File: src/rtl/timer_pkg.sv
package timer_pkg;
    typedef enum logic {
        IRQ_IDLE    = 1'b0,
        IRQ_PENDING = 1'b1
    } irq_state_t;
endpackage

File: src/rtl/tick_gate.sv
module tick_gate (
    input  logic gate_lvl,
    input  logic tick_in,
    output logic tick_out
);
    always_comb tick_out = gate_lvl & tick_in;
endmodule

File: src/rtl/reload_counter.sv
module reload_counter #(
    parameter int CNT_W = 16
) (
    input  logic             clk,
    input  logic             rst_n,
    input  logic             tick,
    input  logic             wr,
    input  logic [CNT_W-1:0] wdata,
    output logic [CNT_W-1:0] count,
    output logic             wrap,
    output logic             ovf_q
);
    localparam logic [CNT_W-1:0] CNT_MAX = {CNT_W{1'b1}};
    localparam logic [CNT_W-1:0] CNT_ONE = CNT_W'(1);

    logic [CNT_W-1:0] reload_q;

    always_comb wrap = tick && !wr && (count == CNT_MAX);

    always_ff @(posedge clk) begin
        if (!rst_n) begin
            count    <= '0;
            reload_q <= '0;
            ovf_q    <= 1'b0;
        end else begin
            ovf_q <= wrap;
            if (wr) begin
                reload_q <= wdata;
                count    <= wdata;
            end else if (wrap) begin
                count <= reload_q;
            end else if (tick) begin
                count <= count + CNT_ONE;
            end
        end
    end

    assert_wrap_reload_R2: assert property (@(posedge clk) disable iff (!rst_n)
        wrap |=> (count == reload_q));
    assert_hold_no_tick_R3: assert property (@(posedge clk) disable iff (!rst_n)
        (!tick && !wr) |=> $stable(count));
    assert_write_load_R6: assert property (@(posedge clk) disable iff (!rst_n)
        wr |=> (count == $past(wdata) && !ovf_q));
endmodule

File: src/rtl/pwm_phase.sv
module pwm_phase #(
    parameter int PH_W = 4
) (
    input  logic            clk,
    input  logic            rst_n,
    input  logic            step,
    input  logic [PH_W-1:0] duty,
    output logic            pwm
);
    localparam logic [PH_W-1:0] PH_ONE = PH_W'(1);

    logic [PH_W-1:0] phase_q;

    always_ff @(posedge clk) begin
        if (!rst_n) phase_q <= '0;
        else if (step) phase_q <= phase_q + PH_ONE;
    end

    always_comb pwm = (phase_q < duty);

    assert_phase_step_R5: assert property (@(posedge clk) disable iff (!rst_n)
        step |=> (phase_q == $past(phase_q) + PH_ONE));
    assert_phase_hold_R5: assert property (@(posedge clk) disable iff (!rst_n)
        !step |=> $stable(phase_q));
endmodule

File: src/rtl/irq_fsm.sv
module irq_fsm
    import timer_pkg::*;
(
    input  logic clk,
    input  logic rst_n,
    input  logic raise,
    input  logic clr,
    output logic irq
);
    irq_state_t state_q, state_d;

    always_ff @(posedge clk) begin
        if (!rst_n) state_q <= IRQ_IDLE;
        else        state_q <= state_d;
    end

    always_comb begin
        state_d = state_q;
        unique case (state_q)
            IRQ_IDLE:    if (raise) state_d = IRQ_PENDING;
            IRQ_PENDING: if (clr && !raise) state_d = IRQ_IDLE;
            default:     state_d = IRQ_IDLE;
        endcase
    end

    always_comb irq = (state_q == IRQ_PENDING);

    assert_irq_hold_R4: assert property (@(posedge clk) disable iff (!rst_n)
        (irq && !clr) |=> irq);
    assert_irq_raise_R4: assert property (@(posedge clk) disable iff (!rst_n)
        raise |=> irq);
endmodule

File: src/rtl/reload_pwm_timer.sv
module reload_pwm_timer #(
    parameter int CNT_W  = 16,
    parameter int DUTY_W = 4
) (
    input  logic              clk,
    input  logic              rst_n,
    input  logic              src_a_en,
    input  logic              src_b_tick,
    input  logic              data_wr,
    input  logic [CNT_W-1:0]  data_wdata,
    input  logic [DUTY_W-1:0] duty_sel,
    input  logic              irq_clr,
    output logic [CNT_W-1:0]  count_q,
    output logic              ovf_pulse,
    output logic              irq,
    output logic              pwm_out
);
    logic tick_en;
    logic wrap_now;

    tick_gate u_gate (
        .gate_lvl (src_a_en),
        .tick_in  (src_b_tick),
        .tick_out (tick_en)
    );

    reload_counter #(.CNT_W(CNT_W)) u_cnt (
        .clk   (clk),
        .rst_n (rst_n),
        .tick  (tick_en),
        .wr    (data_wr),
        .wdata (data_wdata),
        .count (count_q),
        .wrap  (wrap_now),
        .ovf_q (ovf_pulse)
    );

    pwm_phase #(.PH_W(DUTY_W)) u_pwm (
        .clk   (clk),
        .rst_n (rst_n),
        .step  (wrap_now),
        .duty  (duty_sel),
        .pwm   (pwm_out)
    );

    irq_fsm u_irq (
        .clk   (clk),
        .rst_n (rst_n),
        .raise (wrap_now),
        .clr   (irq_clr),
        .irq   (irq)
    );

    assert_ovf_follows_wrap_R2: assert property (@(posedge clk) disable iff (!rst_n)
        ovf_pulse |-> irq);
endmodule

File: config.mk
export PLATFORM = sky130hd
export DESIGN_NAME = reload_pwm_timer
export DESIGN_NICKNAME = d
export VERILOG_FILES = /design/src/rtl/timer_pkg.sv /design/src/rtl/tick_gate.sv /design/src/rtl/reload_counter.sv /design/src/rtl/pwm_phase.sv /design/src/rtl/irq_fsm.sv /design/src/rtl/reload_pwm_timer.sv
export SDC_FILE = /design/constraint.sdc
export NUM_CORES = 1
export LEC_CHECK = 0
export ABC_AREA = 1
export CAP_MARGIN = 0
export CELL_PAD_IN_SITES_DETAIL_PLACEMENT = 1
export CELL_PAD_IN_SITES_GLOBAL_PLACEMENT = 1
export CORE_MARGIN = 1
export CORE_UTILIZATION = 40
export CTS_CLUSTER_SIZE = 10
export DETAILED_ROUTE_END_ITERATION = 6
export GPL_TIMING_DRIVEN = 0
export PLACE_DENSITY_LB_ADDON = 0.1
export SYNTH_ARGS = -nofsm -noshare
export SYNTH_HDL_FRONTEND = slang
export SYNTH_SLANG_ARGS = --single-unit
File: constraint.sdc
create_clock -name clk -period 4.55 [get_ports clk]
set_clock_uncertainty 0.15 [all_clocks]
set_input_delay 0.6825 -clock clk [delete_from_list [all_inputs] [get_ports clk]]
set_output_delay 0.6825 -clock clk [all_outputs]
set_load 0.005 [all_outputs]
=== Yosys cells after proc, flatten, opt, wreduce, memory -nomap -nowiden ===
Cells that the tools add are included.

* Output and inout port bits: 19
* Input bits: 26
* Logic and storage cells: 23
* Register bits after elaboration: 38

* Bitwise logic cells: 2
* Equality and inequality tests: 1
* Reductions and logical operators: 6
* Multiplexer cells: 6
* $add $sub $neg: 2
* $lt $le $gt $ge: 1

{| class="wikitable"
|+ Operator list
! cell !! count
|-
| two-way mux 16 bit || 3
|-
| adder 16 x 1 -> 16 bit (second input constant) || 1
|-
| equality test 16 bit (second input constant) || 1
|-
| adder 4 x 1 -> 4 bit (second input constant) || 1
|-
| < comparator 4 bit || 1
|-
| logical AND 1 bit || 3
|-
| nonzero test 3 bit || 1
|-
| logical NOT 1 bit || 2
|-
| two-way mux 1 bit || 2
|-
| case mux 1 bit (2 select lines) || 1
|-
| AND 1 bit || 1
|-
| NOT 1 bit || 1
|}

=== Logic depth before layout (Yosys ltp) ===
Gate-level depths: netlist of the first run.

* Word-level depth: 7
* Gate-level depth with buffers: 11
* Gate-level depth less buffers: 10

=== By module ===
Synthesis of the first run repeated with hierarchy kept, for this count alone.

* Cell total of the unflattened synthesis: 339
* Area total of the unflattened synthesis: 2263.4 sq um

{| class="wikitable"
|+ By module, submodules not included
! module !! instances !! cells an instance !! area each (sq um) !! sequential area each (sq um)
|-
| reload_counter || 1 || 294 || 1958.1 || 660.6
|-
| pwm_phase || 1 || 37 || 254.0 || 80.1
|-
| irq_fsm || 1 || 6 || 43.8 || 20.0
|-
| tick_gate || 1 || 2 || 7.5 || 0.0
|}

=== Worst setup path before layout of the first run ===
Ideal clock, no wire load.

* Path type: input -> output
* From: in duty_sel[3]
* To: out pwm_out
* Cell stages on the path: 4
* Arrival time: 1263 ps
* Slack: 2454 ps
* Path buffers: 0
* Required time: 3717 ps
* Cell sequence: inv_1 > ha_1 > a21oi_1 > o21a_1

* Longest elaborated chain between the ends: 1

{| class="wikitable"
|+ Ends and longest elaborated chain
! what !! line !! text
|-
| start: declaration || reload_pwm_timer.sv:11 || <nowiki>input logic [DUTY_W-1:0] duty_sel,</nowiki>
|-
| < comparator 4 bit || pwm_phase.sv:19 || <nowiki>always_comb pwm = (phase_q < duty);</nowiki>
|-
| end: declaration || reload_pwm_timer.sv:16 || <nowiki>output logic pwm_out</nowiki>
|}

Every way passes these cells.

=== Worst setup path in the final report of the first run ===
* From: in duty_sel[1]
* To: out pwm_out

Same word-level chain as after synthesis.

==> results.cfg, run 1 <==
[die]
rows = 27
core_sq_um = 5640
ios = 45
die_h_um = 79.5
die-area_sq_um = 6320
initial_core_util_pct = 42.6
fp.dieW_um = 79.5

[cts]
cts-resized-gates = 0
worst_skew_pair.late_latency_ns = 0.30
cts.sinks = 38
htree_levels = 2
cts_buffers = 5
clock-root-buffer = clkbuf_8
hold_buffers = 0
cts_setup_buffers = 0
cts_tree = done
clock_path_buffers = 2
cts.reportedPaths.clkPinSlew_ns = 0.08

[power_and_ir_drop]
p_per_area_nw_per_um2 = 293
p_leak_nw = 1.41
vdd_ir_drop_max_mv = 0.208

[timing]
fin_crit_sh_pct = 67.9
slew_headroom_pct = 57.1
finalSetupTns_ns = 0
hold_viol = 0
period_needed_ns = 3.09
worstMarginPinSlew_ns = 0.643
whs_ns = 0.315
grt_setup_unrepaired = false
slew_violations = 0
report.final.setup_viol = 0
fmax_ghz = 0.324

[flow_run]
cap_violations = 0

[cells_and_area]
antenna_cells = 0
stdcell_area_sq_um = 3050
fill_cells = 731
multi_input_area_sq_um = 1380
drive_above_1_share_pct = 18.7
regArea_sq_um = 761
final_nets = 416
syn_to_final_growth_pct = 27.0

[setup_path]
crit_buf_inv = 3
critPathRequiredTime_ns = 3.72
crit_family = buffers and inverters
cpPeakStageDelay_ns = 0.48
cp_max_fo = 1
path_cells = clkdlybuf4s50_1 -> inv_1 -> ha_1 -> a21oi_1 -> o21a_1 -> clkdlybuf4s50_1
cp_common_cell = clkdlybuf4s50_1
critical_path_depth = 6
crit_arrival_ns = 2.26
start_kind = input port
cp-end-kind = primary output
crit_type = input port to primary output
rr_worst_depth = 11
critPathSlowestCell = clkdlybuf4s50_1

[synth]
ys_seq_area_share_pct = 31.7
post-synth-top-count-cell = nand2_1
syn-instance-count = 336
yosys-top-cells-area = dfxtp_1 32%, nand2_1 14%, inv_1 6.4%
synth_edf_count = 0
synthArstFlopShare_pct = 0
ys.flop_type = dfxtp_1
ys_warn_count = 0
synth.avg_cell_area_sq_um = 7.15
synth_cell_types = 34
synth_nets = 367
synthTopCellsByCount = 88 x nand2_1, 41 x inv_1, 38 x dfxtp_1, 25 x a21oi_1, 22 x nand2_2
ys_ff_latch = 38
synth_top_area_share_pct = 31.7
yosysTopAreaCell = dfxtp_1
netlist_area_sq_um = 2400

[run_status]
status = finished clean

[grt]
antenna_found_initial = 0
grt_use_total_pct = 25.0
grt_pass1_vias = 2502
gr-total-overflow = 0
grt_max_degree = 14
grt_pass1_wl_um = 11900

[routing]
drtAntennaViolNets = 0
wirelength_um = 7110
vias = 2353
dr.first_iter.drc_count = 96
wire_per_inst_um = 15.5
drtPass1Iterations = 4
drc = 0
vias_per_cell = 5.14

[placement]
io_buffers = 42
gp_congestion = 0.848
placed_area_sq_um = 2910
dpl.hpwl_um = 5200

[min_path]
min_delay_path_depth = 2
hold_class = flop to flop
## area by class of cell
class | count | area share, %
clock inverters | 3 | 2.26
inverters | 46 | 5.82
multi-input cells | 239 | 45.3
clock buffers | 5 | 2.26
flip-flops and latches | 38 | 24.9
plain buffers | 13 | 2.67
well taps | 72 | 2.95
repair buffers | 42 | 13.8
## worst paths after layout
kind	to	slack, ns	startpoint
worst min register to register	u_irq.irq	0.31	u_irq.irq
worst min-delay path	u_irq.irq	0.31	u_irq.irq
worst max-delay path	pwm_out	1.46	duty_sel[1]
worst max register to register	u_cnt.count[15]	2.52	u_cnt.count[0]
## worst reg2reg max path, delay by kind of cell (launching register included)
kind	cells	cell delay [ns]
compound gates	1	0.04
flops	1	0.44
fa+ha+maj	1	0.25
buf+inv	1	0.16
simple gates	8	0.88
## routing by layer
metal	global-route usage [%]	share of wire (%)	routed length, um	up-vias
li1	-	-	-	1164
met1	29.2	44	3110	1136
met2	44.9	51	3590	40
met3	4.34	3.2	224	13
met4	10.0	2.5	175	0
met5	0	0	0	-
## kinds of logic after synthesis
kind of cell	Yosys count	share of synthesized area, %
AND/OR/NAND/NOR	164	34.8
flip-flops	38	31.7
XOR/XNOR	8	2.91
adder cells (fa/ha/maj)	5	2.60
buffers and inverters	59	10.8
AO/OA/AOI/OAI	62	17.2
## cells in the final DEF, fill, tap and decap left out, types with 11 or more instances in the layout
cell	instances
a21oi_1	25
clkdlybuf4s50_1	42
dfxtp_1	38
a21oi_2	11
inv_1	41
nand3_1	20
nor2_1	13
o21ai_0	16
nand2_2	22
nand2_1	88
## sequential cells by signal, indices dropped and copies added (netlist names)
signal and cells:
u_cnt.count 16, u_cnt.ovf_q 1, u_cnt.reload_q 16, u_irq.irq 1, u_pwm.phase_q 4
## through the flow
stage / utilization (%) / std cells / setup slack (ns) / power [mW]
after floorplan: - / 336 / 2.45 / 0.470
after global placement: 51.7 / 450 / 1.50 / 0.537
after detailed placement: 51.7 / 450 / 1.44 / 0.543
after CTS: 54.1 / 458 / 1.44 / 0.897
after global routing: 54.1 / 458 / 1.39 / 0.927
final: 54.1 / 458 / 1.46 / 0.893
## report_power, final
group / internal (mW) / switching, mW / total [mW]
Combinational: 0.0775 / 0.0831 / 0.161
Clock: 0.220 / 0.138 / 0.357
Sequential: 0.352 / 0.0230 / 0.375
Total: 0.649 / 0.244 / 0.893
Note: power is estimated with default switching activity, not from simulation.
==> run 2, diff against run 1 <==
--- a/config.mk
+++ b/config.mk
@@ -10,7 +10,7 @@
 export CELL_PAD_IN_SITES_DETAIL_PLACEMENT = 1
 export CELL_PAD_IN_SITES_GLOBAL_PLACEMENT = 1
 export CORE_MARGIN = 1
-export CORE_UTILIZATION = 40
+export CORE_UTILIZATION = 37
 export CTS_CLUSTER_SIZE = 10
 export DETAILED_ROUTE_END_ITERATION = 6
 export GPL_TIMING_DRIVEN = 0
==> constraint.sdc (replaced) <==
create_clock -name clk -period 2.9 [get_ports clk]
set_clock_uncertainty 0.15 [all_clocks]
set_input_delay 0.435 -clock clk [delete_from_list [all_inputs] [get_ports clk]]
set_output_delay 0.435 -clock clk [all_outputs]
set_load 0.005 [all_outputs]
==> run 2 against run 1 <==
  * Sequential power increased by 57%
  * Clock-buffer cell count increased by 3
  * Total power increased by 44%
  * Hold slack improved by 0.015 ns
  * Final cell count increased by 1.1%
  * Core utilization decreased by 6.1 points
  * Critical endpoint unchanged
  * Routed wire length decreased by 1.3%
  * Register-to-register slack got worse by 1.7 ns
  * Highest routed layer unchanged
  * Die area increased by 7.9%
==> results.cfg, run 2 (synthesis results as in run 1) <==
[cells_and_area]
drive_above_1_share_pct = 18.7
top_regs = u_cnt.count: 16 flops, u_cnt.reload_q: 16 flops, u_pwm.phase_q: 4 flops
syn_to_final_growth_pct = 26.1
utilization_pct = 48.0
antenna_cells = 0
stdcell_area_sq_um = 3030
final_nets = 416
fill_cells = 825
final_cell_mix = 88 x nand2_1, 42 x clkdlybuf4s50_1, 41 x inv_1
final_cells = 463
final_common_cell = nand2_1

[cts]
cts.sinks = 38
cts.reportedPaths.clkPinSlew_ns = 0.08
cts_tree = done
cts_buffers = 5
clock-root-buffer = clkbuf_8
cts-resized-gates = 0
cts_setup_buffers = 0
clock_path_buffers = 2
htree_levels = 2
hold_buffers = 0
worst_skew_pair.late_latency_ns = 0.30

[setup_path]
cp_common_cell = clkdlybuf4s50_1
crit_arrival_ns = 2.03
start_kind = input port
crit_buf_inv = 3
cp-end-kind = primary output
path_cells = clkdlybuf4s50_1 -> inv_1 -> ha_1 -> a21oi_1 -> o21a_1 -> clkdlybuf4s50_1
critPathSlowestCell = clkdlybuf4s50_1
crit_family = buffers and inverters
cp_max_fo = 2
cpPeakStageDelay_ns = 0.49
crit_type = input port to primary output
critPathRequiredTime_ns = 2.32

[power_and_ir_drop]
p_leak_nw = 1.40
p_per_area_nw_per_um2 = 423
power.total_mw = 1.28
vdd_ir_drop_max_mv = 0.243

[placement]
pre_cts_ws_ns = 0.286
placed_area_sq_um = 2920
io_buffers = 42
dp.cells = 455
gp_congestion = 0.826
dpl.hpwl_um = 5250

[routing]
vias = 2335
drtPass1Iterations = 4
wirelength_um = 7010
drc = 0
wire_per_inst_um = 15.1
drtAntennaViolNets = 0
dr.first_iter.drc_count = 79
vias_per_cell = 5.04

[timing]
slew_violations = 0
period_needed_ns = 2.62
grt_setup_unrepaired = false
fin_ws_ns = 0.283
hold_viol = 0
worstMarginPinSlew_ns = 0.679
fin_crit_sh_pct = 90.2
slew_headroom_pct = 54.7
whs_ns = 0.329
report.final.setup_viol = 0
fmax_ghz = 0.382
finalSetupTns_ns = 0

[die]
ios = 45
initial_core_util_pct = 38.1
core_sq_um = 6310
rows = 29
die-area_sq_um = 6820
fp.dieW_um = 82.6
die_h_um = 82.6

[grt]
grt_use_total_pct = 22.8
grt_pass1_vias = 2239
antenna_found_initial = 0
gr-total-overflow = 0
grt_max_degree = 12
grt_pass1_wl_um = 11300

[min_path]
hold_class = flop to flop

[flow_run]
cap_violations = 0

[run_status]
status = finished clean
## run 2: cell count changes in the layout (fill, tap and decap cells not counted)
cell / before / now
clkbuf_8: 5 / 8
clkinv_4: 1 / 0
bufinv_16: 2 / 0
## run 2: report_power, final
group | total [mW] | switching (mW) | leakage [nW] | internal (mW)
registers | 0.588 | 0.0363 | 0.313 | 0.552
clock network | 0.444 | 0.204 | 0.0575 | 0.240
logic | 0.250 | 0.128 | 1.03 | 0.121
total | 1.28 | 0.369 | 1.40 | 0.914
## run 2: final cells by class
cell class	instances	area, sq um	area share (%)
Clock buffer	8	110	3.63
Timing Repair Buffer	42	420	13.9
Tap cell	77	96.3	3.18
Sequential cell	38	761	25.1
Inverter	46	178	5.86
Buffer	13	81.3	2.68
Multi-Input combinational cell	239	1380	45.7
## run 2: worst paths after layout
| path | startpoint | endpoint | slack (ns) | cells after the start |
|---|---|---|---|---|
| worst min-delay path | u_irq.irq | u_irq.irq | 0.33 | 2 |
| worst max register to register | u_cnt.count[0] | u_cnt.count[12] | 0.84 | 11 |
| worst max-delay path | duty_sel[3] | pwm_out | 0.28 | 6 |
| worst min register to register | u_irq.irq | u_irq.irq | 0.33 | 2 |
## run 2: worst reg2reg max path, stage by stage, from the launching register on
cell	delay, ns
dfxtp_1	0.44
ha_1	0.24
nand2_2	0.09
nor2_4	0.18
nand2_4	0.11
nor2_8	0.14
nand2_4	0.08
buf_12	0.17
nand2_8	0.13
nand2_2	0.07
nand2_1	0.08
a21oi_1	0.07
## run 2: per-layer routing
layer | GRT usage [%] | wire, um | vias up | part of all wire [%]
met2 | 40.1 | 3410 | 37 | 49
met5 | 0 | 0 | - | 0
met4 | 5.69 | 82 | 0 | 1.2
li1 | - | - | 1168 | -
met1 | 29.2 | 3320 | 1124 | 47
met3 | 3.30 | 193 | 6 | 2.8
==> run 3, diff against run 2 <==
--- a/config.mk
+++ b/config.mk
@@ -11,7 +11,6 @@
 export CELL_PAD_IN_SITES_GLOBAL_PLACEMENT = 1
 export CORE_MARGIN = 1
 export CORE_UTILIZATION = 37
-export CTS_CLUSTER_SIZE = 10
 export DETAILED_ROUTE_END_ITERATION = 6
 export GPL_TIMING_DRIVEN = 0
 export PLACE_DENSITY_LB_ADDON = 0.1
==> results of run 3 <==
Same layout as run 2: the final DEF is identical, and so are final timing and power.
